**src/rtl/xlate_pkg.sv**
```systemverilog
// Shared definitions for the paged address translator.
// Assumes: fault cause codes are a 2-bit field visible at the top ports.
package xlate_pkg;

    typedef enum logic [1:0] {
        CAUSE_NONE    = 2'd0,
        CAUSE_RANGE   = 2'd1,
        CAUSE_INVALID = 2'd2
    } cause_e;

    typedef enum logic [1:0] {
        W_IDLE = 2'd0,
        W_REQ  = 2'd1,
        W_WAIT = 2'd2
    } walk_state_e;

endpackage

```
**src/rtl/xlate_tlb.sv**
```systemverilog
// Fully associative translation cache with identifier tags.
// Does: parallel compare of page number and identifier, round-robin refill,
//       global and per-identifier invalidation.
// Assumes: a refill is only requested for a page that missed, so tags stay unique.
module xlate_tlb #(
    parameter int ENTRIES = 8,
    parameter int VPN_W   = 20,
    parameter int PFN_W   = 20,
    parameter int ASID_W  = 8
) (
    input  logic              clk,
    input  logic              rst_n,
    input  logic [VPN_W-1:0]  lk_vpn,
    input  logic [ASID_W-1:0] lk_asid,
    output logic              lk_hit,
    output logic [PFN_W-1:0]  lk_pfn,
    input  logic              fill_en,
    input  logic [VPN_W-1:0]  fill_vpn,
    input  logic [ASID_W-1:0] fill_asid,
    input  logic [PFN_W-1:0]  fill_pfn,
    input  logic              flush_all,
    input  logic              flush_asid,
    input  logic [ASID_W-1:0] flush_id
);
    localparam int IDX_W = (ENTRIES > 1) ? $clog2(ENTRIES) : 1;
    localparam logic [IDX_W-1:0] LAST_IDX = IDX_W'(ENTRIES - 1);

    logic [ENTRIES-1:0] valid_q;
    logic [ENTRIES-1:0] match;
    logic [VPN_W-1:0]   vpn_q  [ENTRIES];
    logic [ASID_W-1:0]  asid_q [ENTRIES];
    logic [PFN_W-1:0]   pfn_q  [ENTRIES];
    logic [IDX_W-1:0]   victim_q;
    logic               fill_keep;

    // Per-entry tag comparators, all in parallel
    generate
        for (genvar i = 0; i < ENTRIES; i++) begin : g_cmp
            assign match[i] = valid_q[i] && (vpn_q[i] == lk_vpn) && (asid_q[i] == lk_asid);
        end
    endgenerate

    assign lk_hit = |match;

    // Select the frame of the single matching entry
    always_comb begin
        lk_pfn = '0;
        for (int i = 0; i < ENTRIES; i++) begin
            if (match[i]) lk_pfn = lk_pfn | pfn_q[i];
        end
    end

    // A refill survives only if no same-cycle flush would remove it
    assign fill_keep = fill_en && !flush_all && !(flush_asid && (fill_asid == flush_id));

    // Entry storage, invalidation and round-robin victim pointer
    always_ff @(posedge clk) begin
        if (!rst_n) begin
            valid_q  <= '0;
            victim_q <= '0;
            for (int i = 0; i < ENTRIES; i++) begin
                vpn_q[i]  <= '0;
                asid_q[i] <= '0;
                pfn_q[i]  <= '0;
            end
        end else if (flush_all) begin
            valid_q <= '0;
        end else begin
            for (int i = 0; i < ENTRIES; i++) begin
                if (flush_asid && (asid_q[i] == flush_id)) valid_q[i] <= 1'b0;
            end
            if (fill_keep) begin
                valid_q[victim_q] <= 1'b1;
                vpn_q[victim_q]   <= fill_vpn;
                asid_q[victim_q]  <= fill_asid;
                pfn_q[victim_q]   <= fill_pfn;
                victim_q          <= (victim_q == LAST_IDX) ? '0 : victim_q + 1'b1;
            end
        end
    end

    p_single_hit_r3: assert property (@(posedge clk) disable iff (!rst_n)
        $onehot0(match));

    p_flush_clear_r10: assert property (@(posedge clk) disable iff (!rst_n)
        flush_all |=> (valid_q == '0));

endmodule

```
**src/rtl/xlate_walker.sv**
```systemverilog
// Single-level page-table fetch engine.
// Does: on start, computes the entry address and issues one memory read,
//       then reports completion with the returned data.
// Assumes: entries are 4 bytes apart; memory returns exactly one response per read.
module xlate_walker
    import xlate_pkg::*;
#(
    parameter int PA_W  = 32,
    parameter int VPN_W = 20
) (
    input  logic             clk,
    input  logic             rst_n,
    input  logic             start,
    input  logic [VPN_W-1:0] start_vpn,
    input  logic [PA_W-1:0]  pt_base,
    output logic             busy,
    output logic             mem_req_valid,
    input  logic             mem_req_ready,
    output logic [PA_W-1:0]  mem_req_addr,
    input  logic             mem_rsp_valid,
    input  logic [PA_W-1:0]  mem_rsp_data,
    output logic             done,
    output logic [PA_W-1:0]  pte_data
);
    walk_state_e     state_q;
    logic [PA_W-1:0] addr_q;

    assign busy          = (state_q != W_IDLE);
    assign mem_req_valid = (state_q == W_REQ);
    assign mem_req_addr  = addr_q;
    assign done          = (state_q == W_WAIT) && mem_rsp_valid;
    assign pte_data      = mem_rsp_data;

    // Walk sequencing: idle, issue read, wait for data
    always_ff @(posedge clk) begin
        if (!rst_n) begin
            state_q <= W_IDLE;
            addr_q  <= '0;
        end else begin
            case (state_q)
                W_IDLE: if (start) begin
                    addr_q  <= pt_base + (PA_W'(start_vpn) << 2);
                    state_q <= W_REQ;
                end
                W_REQ:  if (mem_req_ready) state_q <= W_WAIT;
                W_WAIT: if (mem_rsp_valid) state_q <= W_IDLE;
                default: state_q <= W_IDLE;
            endcase
        end
    end

    p_hold_req_r9: assert property (@(posedge clk) disable iff (!rst_n)
        (mem_req_valid && !mem_req_ready) |=> (mem_req_valid && $stable(mem_req_addr)));

endmodule

```
**src/rtl/page_xlate.sv**
```systemverilog
// Paged address translator: cache lookup, range check, page-table walk, response.
// Does: one request at a time; hits answer next cycle, misses walk memory.
// Assumes: rsp is consumed without backpressure; pt_base/pt_len steady during a walk.
module page_xlate
    import xlate_pkg::*;
#(
    parameter int VA_W      = 32,
    parameter int PA_W      = 32,
    parameter int PAGE_BITS = 12,
    parameter int ASID_W    = 8,
    parameter int ENTRIES   = 8
) (
    input  logic                        clk,
    input  logic                        rst_n,
    input  logic                        req_valid,
    output logic                        req_ready,
    input  logic [VA_W-1:0]             req_vaddr,
    input  logic [ASID_W-1:0]           req_asid,
    output logic                        rsp_valid,
    output logic [PA_W-1:0]             rsp_paddr,
    output logic                        rsp_fault,
    output logic [1:0]                  rsp_cause,
    input  logic [PA_W-1:0]             pt_base,
    input  logic [VA_W-PAGE_BITS:0]     pt_len,
    input  logic                        flush_all,
    input  logic                        flush_asid,
    input  logic [ASID_W-1:0]           flush_id,
    output logic                        mem_req_valid,
    input  logic                        mem_req_ready,
    output logic [PA_W-1:0]             mem_req_addr,
    input  logic                        mem_rsp_valid,
    input  logic [PA_W-1:0]             mem_rsp_data
);
    localparam int VPN_W = VA_W - PAGE_BITS;
    localparam int PFN_W = PA_W - PAGE_BITS;

    logic                 accept;
    logic [VPN_W-1:0]     req_vpn;
    logic [PAGE_BITS-1:0] req_off;
    logic                 hit;
    logic [PFN_W-1:0]     hit_pfn;
    logic                 out_of_range;
    logic                 start_walk;
    logic                 walk_busy;
    logic                 walk_done;
    logic [PA_W-1:0]      pte_data;
    logic                 pte_ok;
    logic [PFN_W-1:0]     pte_pfn;
    logic [VPN_W-1:0]     pend_vpn_q;
    logic [PAGE_BITS-1:0] pend_off_q;
    logic [ASID_W-1:0]    pend_asid_q;

    assign req_ready    = !walk_busy;
    assign accept       = req_valid && req_ready;
    assign req_vpn      = req_vaddr[VA_W-1:PAGE_BITS];
    assign req_off      = req_vaddr[PAGE_BITS-1:0];
    assign out_of_range = ({1'b0, req_vpn} >= pt_len);
    assign start_walk   = accept && !hit && !out_of_range;
    assign pte_ok       = walk_done && pte_data[0];
    assign pte_pfn      = pte_data[PA_W-1:PAGE_BITS];

    xlate_tlb #(
        .ENTRIES (ENTRIES),
        .VPN_W   (VPN_W),
        .PFN_W   (PFN_W),
        .ASID_W  (ASID_W)
    ) u_tlb (
        .clk        (clk),
        .rst_n      (rst_n),
        .lk_vpn     (req_vpn),
        .lk_asid    (req_asid),
        .lk_hit     (hit),
        .lk_pfn     (hit_pfn),
        .fill_en    (pte_ok),
        .fill_vpn   (pend_vpn_q),
        .fill_asid  (pend_asid_q),
        .fill_pfn   (pte_pfn),
        .flush_all  (flush_all),
        .flush_asid (flush_asid),
        .flush_id   (flush_id)
    );

    xlate_walker #(
        .PA_W  (PA_W),
        .VPN_W (VPN_W)
    ) u_walker (
        .clk           (clk),
        .rst_n         (rst_n),
        .start         (start_walk),
        .start_vpn     (req_vpn),
        .pt_base       (pt_base),
        .busy          (walk_busy),
        .mem_req_valid (mem_req_valid),
        .mem_req_ready (mem_req_ready),
        .mem_req_addr  (mem_req_addr),
        .mem_rsp_valid (mem_rsp_valid),
        .mem_rsp_data  (mem_rsp_data),
        .done          (walk_done),
        .pte_data      (pte_data)
    );

    // Hold the accepted request's fields for use when a walk completes
    always_ff @(posedge clk) begin
        if (!rst_n) begin
            pend_vpn_q  <= '0;
            pend_off_q  <= '0;
            pend_asid_q <= '0;
        end else if (accept) begin
            pend_vpn_q  <= req_vpn;
            pend_off_q  <= req_off;
            pend_asid_q <= req_asid;
        end
    end

    // Build the registered response from a hit, a range fault or a finished walk
    always_ff @(posedge clk) begin
        if (!rst_n) begin
            rsp_valid <= 1'b0;
            rsp_paddr <= '0;
            rsp_fault <= 1'b0;
            rsp_cause <= CAUSE_NONE;
        end else begin
            rsp_valid <= 1'b0;
            if (accept && hit) begin
                rsp_valid <= 1'b1;
                rsp_paddr <= {hit_pfn, req_off};
                rsp_fault <= 1'b0;
                rsp_cause <= CAUSE_NONE;
            end else if (accept && out_of_range) begin
                rsp_valid <= 1'b1;
                rsp_paddr <= '0;
                rsp_fault <= 1'b1;
                rsp_cause <= CAUSE_RANGE;
            end else if (walk_done) begin
                rsp_valid <= 1'b1;
                if (pte_ok) begin
                    rsp_paddr <= {pte_pfn, pend_off_q};
                    rsp_fault <= 1'b0;
                    rsp_cause <= CAUSE_NONE;
                end else begin
                    rsp_paddr <= '0;
                    rsp_fault <= 1'b1;
                    rsp_cause <= CAUSE_INVALID;
                end
            end
        end
    end

    p_resp_code_r8: assert property (@(posedge clk) disable iff (!rst_n)
        rsp_valid |-> (rsp_fault == (rsp_cause != 2'd0)));

    p_fault_zero_r8: assert property (@(posedge clk) disable iff (!rst_n)
        (rsp_valid && rsp_fault) |-> (rsp_paddr == '0));

    p_busy_block_r9: assert property (@(posedge clk) disable iff (!rst_n)
        mem_req_valid |-> !req_ready);

    p_offset_r1: assert property (@(posedge clk) disable iff (!rst_n)
        (rsp_valid && !rsp_fault && $past(req_valid && req_ready))
            |-> (rsp_paddr[PAGE_BITS-1:0] == $past(req_vaddr[PAGE_BITS-1:0])));

endmodule

```
**config.mk**
```make
export PLATFORM = sky130hd
export DESIGN_NAME = page_xlate
export DESIGN_NICKNAME = d
export VERILOG_FILES = /design/src/rtl/xlate_pkg.sv /design/src/rtl/xlate_tlb.sv /design/src/rtl/xlate_walker.sv /design/src/rtl/page_xlate.sv
export SDC_FILE = /design/constraint.sdc
export NUM_CORES = 1
export LEC_CHECK = 0
export ABC_AREA = 1
export ABC_CLOCK_PERIOD_IN_PS = 8600
export BUFFER_PORTS_ARGS = -buffer_cell sky130_fd_sc_hd__buf_2
export CAP_MARGIN = 20
export CORE_MARGIN = 1
export CORE_UTILIZATION = 62
export DETAILED_ROUTE_END_ITERATION = 8
export PLACE_DENSITY_LB_ADDON = 0.2
export SYNTH_ARGS = -nofsm -noshare
export SYNTH_HDL_FRONTEND = slang
export SYNTH_SLANG_ARGS = --single-unit
```
**constraint.sdc**
```tcl
create_clock -name clk -period 8.6 [get_ports clk]
set_input_delay 1.29 -clock clk [delete_from_list [all_inputs] [get_ports clk]]
set_output_delay 1.29 -clock clk [all_outputs]
set_load 0.1 [all_outputs]
```
# After elaboration in Yosys (flattened, before gate mapping)
# Memories as Yosys holds them, arrays and structs flattened.
# Index checks and enable logic that the tools add are counted.
# totals
register_bits	121
latchBits	0
ramBits	384
rom_bits	0
out_inout_bits	70
word_cells	182
memories	3
# classes
n_addsub	2
multipliers	0
n_div	0
n_lt_le_gt_ge	3
eq_ne	31
shift	0
n_mux	67
n_bitwise	10
reduce_logical	54
# mem_list
name	words	word_bits	read_ports	rd_ports_with_merged_regs	write_ports	line	text
u_tlb.pfn_q	8	20	8	0	8	xlate_tlb.sv:32	logic [PFN_W-1:0] pfn_q [ENTRIES];
u_tlb.vpn_q	8	20	8	0	8	xlate_tlb.sv:30	logic [VPN_W-1:0] vpn_q [ENTRIES];
u_tlb.asid_q	8	8	8	0	8	xlate_tlb.sv:31	logic [ASID_W-1:0] asid_q [ENTRIES];
# ops
cell	count
$mux W20	10
$eq A20 B20 Y1	8
$or A20 B20 Y20	7
$eq A8 B8 Y1	17
$mux W32	4
$mux W1	41
$reduce_or A20 Y1	2
$logic_and A1 B1 Y1	35
$add A32 B22 Y32	1
$ge A20 B21 Y1	1
$mux W8	2
$reduce_or A8 Y1	2
$mux W3	4
$mux W2	4
$or A8 B8 Y8	1
$pmux W2 S3	1
$logic_not A1 Y1	5
$lt A3 B4 Y1 const B	1
$ne A2 B2 Y1 const B	2
$reduce_and A2 Y1	2
$reduce_bool A2 Y1	2
$reduce_or A2 Y1	2
$add A3 B1 Y3 const B	1
$demux W1 S3	1
10 further kinds	11

# Depth between registers and ports, before layout
# Gate-level depths: netlist (run 1).
# An unclocked memory read counts as a cell.
# logic_depth
depth_word	20
mapped_depth	19
depth_no_buf	17

# Modules after synthesis
# Synthesis (run 1) repeated with hierarchy kept, for this count alone.
# unflattened
hier_cells	3488
hier_area_um2	27774.1
# modules_own_cells
module	n_inst	cells_per_inst	area_per_inst_um2	seq_area_each_um2
xlate_tlb	1	2288	20263.2	11751.3
page_xlate	1	594	4053.9	1521.5
xlate_walker	1	606	3457.1	680.7

# Least setup slack after synthesis (run 1)
# No wires, ideal clock.
# synth_timing
path_type	input to register
startpoint	input rst_n
endpoint	memory u_tlb.asid_q[0][0], enable pin
arrival_time_ns	3.234
t_required_ns	8.016
setup_slack_ns	4.783
path_stages	5
n_path_buf	4
cell_sequence	clkbuf_1 > buf_2 > clkbuf_1 > buf_1 > nand2_1
# synth_lines
item	line	text
start: declaration	page_xlate.sv:14	input logic rst_n,
end: declaration	xlate_tlb.sv:31	

# Worst setup path in the final report (run 1)
# layout_timing
startpoint	input req_vaddr[15]
endpoint	register rsp_paddr[9]
# layout_between
elab_chain_len	6
elab_cells_between_ends	31
cone_classes	order compare (1); eq/ne (8); mux (2); reduce/logical (20)
# layout_rtl
item	line	text
start: declaration	page_xlate.sv:17	input logic [VA_W-1:0] req_vaddr,
branches (longest 6 deep; another with $ge A20 B21 Y1)	n/a	
end signal: assignment	page_xlate.sv:126	rsp_paddr <= {hit_pfn, req_off};
end signal: assignment	page_xlate.sv:137	rsp_paddr <= {pte_pfn, pend_off_q};
end: declaration	page_xlate.sv:20	output logic [PA_W-1:0] rsp_paddr,
# Parallel ways; which one is timed is not known.
# A chain may end at the register's enable or synchronous reset.

==> results of run 1 <==
-- cell type report --
cell class	instances	area, µm²	share of cell area
repair buffers	236	1290	0.0437
flip-flops and latches	505	14000	0.473
multi-input cells	2238	10400	0.351
clock buffers	64	1410	0.0477
clock inverters	33	249	0.00843
inverters	402	1520	0.0516
well taps	577	722	0.0244
diodes	2	5.00	0.000169
-- worst reg2reg max path, delay by kind of cell, from the launching register on --
family / cells / cell delay, ns
buffers and inverters: 2 / 0.49
DFF: 1 / 0.39
and+or+nand+nor: 15 / 2.49
-- layer usage --
metal  GRT usage  wire [µm]  vias to the layer above
met1       0.550      34700                    11400
met2       0.665      41900                     1864
met4       0.224       5110                        0
met3      0.0991      12700                      320
met5           0          0                        -
li1            -          -                    10800
-- flip-flops by register name, summed over array words and instances, names as in the netlist --
| register | cells |
|---|---|
| u_tlb.victim_q | 3 |
| u_walker.mem_req_addr | 32 |
| u_walker.state_q | 2 |
| pend_off_q | 12 |
| u_tlb.valid_q | 8 |
| pend_asid_q | 8 |
| rsp_valid | 1 |
| pend_vpn_q | 20 |
| u_tlb.asid_q | 64 |
| u_tlb.pfn_q | 160 |
| rsp_fault | 1 |
| u_tlb.vpn_q | 160 |
| rsp_cause | 2 |
| rsp_paddr | 32 |
-- final timing paths --
path | to | slack [ns] | cells after the start
worst max-delay path | rsp_paddr[9] | 4.37 | 19
worst min-delay path | rsp_paddr[4] | 0.46 | 2
worst max register to register | rsp_paddr[9] | 5.14 | 17
worst min register to register | rsp_paddr[4] | 0.46 | 2
-- kinds of logic after synthesis --
kind of cell               share of synthesized area
AOI/OAI and AO/OA                             0.0506
xor gates and xnor gates                      0.0320
adders and majority gates                     0.0204
buffers and inverters                         0.0925
DFF                                            0.521
and+or+nand+nor                                0.283
-- power by group --
group / internal [mW] / total [mW] / leakage, nW / switching (mW)
combinational: 0.192 / 0.885 / 7.68 / 0.693
clock: 1.25 / 2.23 / 0.826 / 0.984
sequential: 2.73 / 2.78 / 4.96 / 0.0543
total: 4.17 / 5.90 / 13.5 / 1.73
-- per-stage QoR --
stage / power (mW) / std cells / area (µm²)
2_1_floorplan: 3.42 / 3300 / 26800
3_3_place_gp: 3.67 / 3957 / 27800
3_5_place_dp: 3.69 / 3957 / 27800
4_1_cts: 5.87 / 4054 / 29500
5_1_grt: 6.03 / 4057 / 29500
6_report: 5.90 / 4057 / 29500
-- cells in the final DEF (no fill, tap or decap), types with 65 or more instances in the layout --
master / n
nand2_1: 836
nor2_1: 645
edfxtp_1: 384
inv_1: 343
nand3_1: 262
buf_2: 197
dfxtp_1: 121
a21oi_1: 98
o21ai_0: 82
xnor2_1: 65
==> impl_metrics.csv, run 1 <==
group,metric,value,unit
status,status,"complete, no violations",
finish,postLayoutCoreUtil,0.698,
synthesis,synth_top_area_share,0.431,
die,die_area,0.0440,mm²
detailed_routing,drt_iter0_drc,3816,
worst_setup_path,cp_num_buf_inv,4,
synthesis,synth_edf_count,384,
hold_path,hold_class,"reg2reg",
worst_setup_path,path_cells,"buf_2, inv_2, nand2_1, nand2_1, inv_1, nand2_1, nor2_1, nand2_1, nor2_1, buf_4, nand2_1, nand2_1, nor2_4, nand2_4, nand2_8, nand2_1, nor2_1, nand2_1, nand2_1",
worst_setup_path,crit_fanout,33,
clocking,cts_tree,"done",
timing,slew_violations,0,
synthesis,synth_area_leaders,"edfxtp_1, nand2_1, dfxtp_1",
worst_setup_path,r2r-start,"u_tlb.vpn_q[5][15]",
clocking,clkSinkCount,505,
worst_setup_path,crit_required,9.10,ns
clocking,cts_resized,0,
placed_design,place.gp.congestion,1.01,
power,vdd_drop_max,0.247,mV
clocking,cts_setup_buffers,0,
detailed_routing,num_vias,24400,
timing,holdWs,0.464,ns
power,p_per_area,200,mW/mm²
worst_setup_path,max_stage_delay,0.47,ns
clocking,cts_buffer_depth,3,
worst_setup_path,critPathCaptureType,"flop",
worst_setup_path,slowest_stage,"nor2_1",
synthesis,yosysMostFrequentCell,"nand2_1",
global_routing,grt_max_degree,78,
clocking,clk_latency,0.62,ns
synthesis,synth.distinct_cells,54,
timing,worstMarginPinSlew,1.01,ns
die,die_h,210,µm
worst_setup_path,criticalPathCategory,"in2reg",
synthesis,yosysWarnings,0,
finish,final_nets,3618,
synthesis,ys_ff_latch,505,
timing,fin_crit_sh,0.492,
global_routing,grt_overflow,0,
hold_path,worst_hold_startpoint,"pend_off_q[4]",
global_routing,grt_pass1_wl,136000,µm
finish,drive_above_1_share,0.109,
clocking,cts_hold_buf,0,
synthesis,synth-main-ff-cell,"edfxtp_1",
synthesis,yosysTopAreaCell,"edfxtp_1",
finish,fillerInstances,3330,
global_routing,track_usage,0.424,
timing,max_freq,236,MHz
die,die_width,210,µm
worst_setup_path,cpMostUsedCell,"nand2_1",
global_routing,antenna_found_initial,3,
synthesis,netlist_instances,3300,
power,power_leakage,13.5,nW
placed_design,place_ws,3.63,ns
synthesis,async_reset_ff_frac,0,
clocking,htree_levels,2,
synthesis,avgSynthCellArea,8.12,µm²
synthesis,synth_seq_area_share,0.521,
detailed_routing,totalWireLength,94400,µm
worst_setup_path,critPathLaunchType,"input port",
timing,fin_setup_tns,0,ns
die,rows,75,
timing,post-route-min-period,4.23,ns
worst_setup_path,crit_arrival,4.73,ns
placed_design,dp_hpwl,64300,µm
worst_setup_path,critPathLaunch,"req_vaddr[15]",
synthesis,synthTopCellsByCount,"nand2_1, nor2_1, edfxtp_1",
clocking,cts_inserted_buffers,52,
finish,syn2layout_area_growth,10.3,%
global_routing,grt_pass1_vias,22900,
timing,setup_viol,0,
placed_design,io_buffers,198,
timing,fin_ws,4.37,ns
detailed_routing,antenna_left,0,
synthesis,synth_nets,3483,
timing,finClkSkew,0.0294,ns
detailed_routing,avgRoutedWirePerCell,23.3,µm
die,start_util,0.633,
detailed_routing,vias_per_cell,6.02,
clocking,cts-root-buf,"clkbuf_16",
timing,maxSlewHeadroom,0.327,
die,coreArea,0.0423,mm²
die,io_pins,210,
clocking,cts.clk_slew.worst_paths,0.06,ns
detailed_routing,drc_errors,0,
timing,rsz0062_at_grt,"false",
synthesis,syn_area,0.0268,mm²
job,cap_violations,0,
timing,finalHoldViolCount,0,
detailed_routing,first_pass_iters,6,
worst_setup_path,crit_family,"simple AND/OR/NAND/NOR gates",
(Power assumes the default switching activity.)
==> run 2, diff against run 1 <==
- ABC_CLOCK_PERIOD_IN_PS: 8600 -> 4250
- CORE_UTILIZATION: 62 -> 61
- clock period: 8.6 -> 4.25 ns (I/O delays scaled with it)
==> run 2 against run 1 <==
Effect of this change: final area up 1.1%; sequential power up 100%; critical endpoint is now u_tlb.asid_q[1][7]; largest power group unchanged; critical path type is now reg2reg; clock skew down 0.013 ns; utilization down 0.59 points; highest routed layer is now met5; sequential cell count unchanged; clock power up 110%; critical path depth down 10; power up 110%; sequential share of layout area down 0.53 points; via count down 1.3%; hold slack worse by 0.19 ns.
==> impl_metrics.csv, run 2 (synthesis results as in run 1) <==
group,metric,value,unit
status,status,"complete, no violations",
worst_setup_path,criticalPathCategory,"reg2reg",
detailed_routing,first_pass_iters,8,
clocking,clkSinkCount,505,
placed_design,io_buffers,198,
detailed_routing,antenna_left,0,
power,p_per_area,406,mW/mm²
hold_path,hold_class,"in2reg",
detailed_routing,vias_per_cell,5.91,
timing,setup_viol,0,
clocking,cts_tree,"done",
finish,drive_above_1_share,0.114,
timing,post-route-min-period,3.21,ns
clocking,clk_latency,0.62,ns
detailed_routing,avgRoutedWirePerCell,22.8,µm
die,io_pins,210,
detailed_routing,num_vias,24100,
clocking,cts_inserted_buffers,53,
power,switchingPower,3.51,mW
timing,rsz0062_at_grt,"false",
worst_setup_path,crit_arrival,3.56,ns
placed_design,postPlaceCellArea,0.0281,mm²
power,swShare,0.290,
placed_design,place_ws,0.596,ns
clocking,cts_setup_buffers,0,
finish,final_nets,3635,
global_routing,grt_overflow,0,
power,power,12.1,mW
global_routing,grt_pass1_vias,22800,
clocking,htree_levels,2,
timing,finalHoldViolCount,0,
power,clockPowerShare,0.389,
worst_setup_path,crit_fanout,23,
detailed_routing,drc_errors,0,
timing,fin_ws,1.04,ns
worst_setup_path,critPathLaunchType,"flop",
power,p_comb_frac,0.148,
worst_setup_path,crit_required,4.60,ns
detailed_routing,drt_iter0_drc,3263,
power,p_int,8.61,mW
clocking,cts_buffer_depth,3,
timing,slew_violations,0,
finish,fillerInstances,3535,
timing,fin_setup_tns,0,ns
power,power_leakage,13.6,nW
die,die_h,212,µm
timing,maxSlewHeadroom,0.440,
placed_design,place.gp.congestion,0.996,
clocking,cts_hold_buf,0,
global_routing,antenna_found_initial,1,
finish,final_common_cell,"nand2_1",
finish,final_cell_mix,"nand2_1, nor2_1, edfxtp_1",
clocking,cts-root-buf,"clkbuf_16",
die,start_util,0.620,
timing,max_freq,312,MHz
clocking,cts_resized,0,
finish,multi_input_area,0.0104,mm²
finish,reg_top3,"u_tlb.pfn_q x160, u_tlb.vpn_q x160, u_tlb.asid_q x64",
die,die_width,212,µm
timing,finClkSkew,0.0168,ns
global_routing,grt_pass1_wl,135000,µm
die,die_area,0.0447,mm²
power,vdd_drop_max,0.410,mV
finish,stdcell_area,0.0299,mm²
die,rows,76,
timing,fin_crit_sh,0.755,
finish,syn2layout_area_growth,11.5,%
job,cap_violations,0,
placed_design,dp_hpwl,63400,µm
finish,seq_area,0.0140,mm²
global_routing,track_usage,0.414,
die,coreArea,0.0432,mm²
worst_setup_path,critPathCaptureType,"flop",
global_routing,grt_max_degree,69,
clocking,cts.clk_slew.worst_paths,0.06,ns
power,pwr-share-seq,0.464,
detailed_routing,totalWireLength,92900,µm
timing,worstMarginPinSlew,0.840,ns
[run 2: cell types whose count changed in the layout (fill, tap and decap cells not counted), sizes merged]
cell / previous run / this run
clkbuf: 64 / 83
bufinv: 3 / 2
diode: 2 / 1
buf: 236 / 252
inv: 380 / 381
clkinv: 51 / 34
[run 2: routing by layer]
metal  vias to the layer above  global-route usage  wire length [µm]
met5                         -                   0                13
met3                       306              0.0822             12000
met1                     11200               0.545             34100
met2                      1739               0.659             42100
met4                         2               0.195              4730
li1                      10900                   -                 -
[run 2: final timing paths]
path                                     start                       end  slack, ns  cells past startpoint
worst max register to register  pend_asid_q[5]        u_tlb.asid_q[1][7]       1.04                      9
worst min register to register   pend_off_q[4]              rsp_paddr[4]       0.45                      2
worst min-delay path                pt_base[1]  u_walker.mem_req_addr[1]       0.27                      3
worst max-delay path            pend_asid_q[5]        u_tlb.asid_q[1][7]       1.04                      9
[run 2: layout make-up]
cell class | instances | area share
well taps | 585 | 0.0245
repair buffers | 252 | 0.0510
multi-input cells | 2238 | 0.347
diodes | 1 | 0.0000838
clock buffers | 83 | 0.0532
clock inverters | 16 | 0.00549
flip-flops and latches | 505 | 0.467
inverters | 402 | 0.0510
[run 2: power by group through the flow]
| stage | sequential [mW] | combinational [mW] | clock, mW |
|---|---|---|---|
| after floorplan | 6.05 | 0.866 | 0 |
| after global placement | 5.71 | 1.72 | 0 |
| after detailed placement | 5.72 | 1.75 | 0 |
| after CTS | 5.62 | 1.76 | 4.71 |
| after global routing | 5.64 | 1.90 | 4.89 |
| final | 5.62 | 1.79 | 4.71 |
[run 2: metrics by stage]
step                cells  hold slack (ns)   util
floorplan            3300            0.427      -
global placement     3982            0.438  0.651
detailed placement   3982            0.442  0.651
CTS                  4081            0.259  0.692
global route         4081            0.278  0.692
finish               4082            0.272  0.692
[run 2: critical path, stage by stage (launching register included)]
cell and delay (ns):
dfxtp_1 0.32, clkinv_1 0.25, o21ai_1 0.09, nor4_1 0.56, nand4_1 0.33, nand3_4 0.25, nor2_8 0.08, nand2_1 0.12
nand2_2 0.48, buf_4 0.45
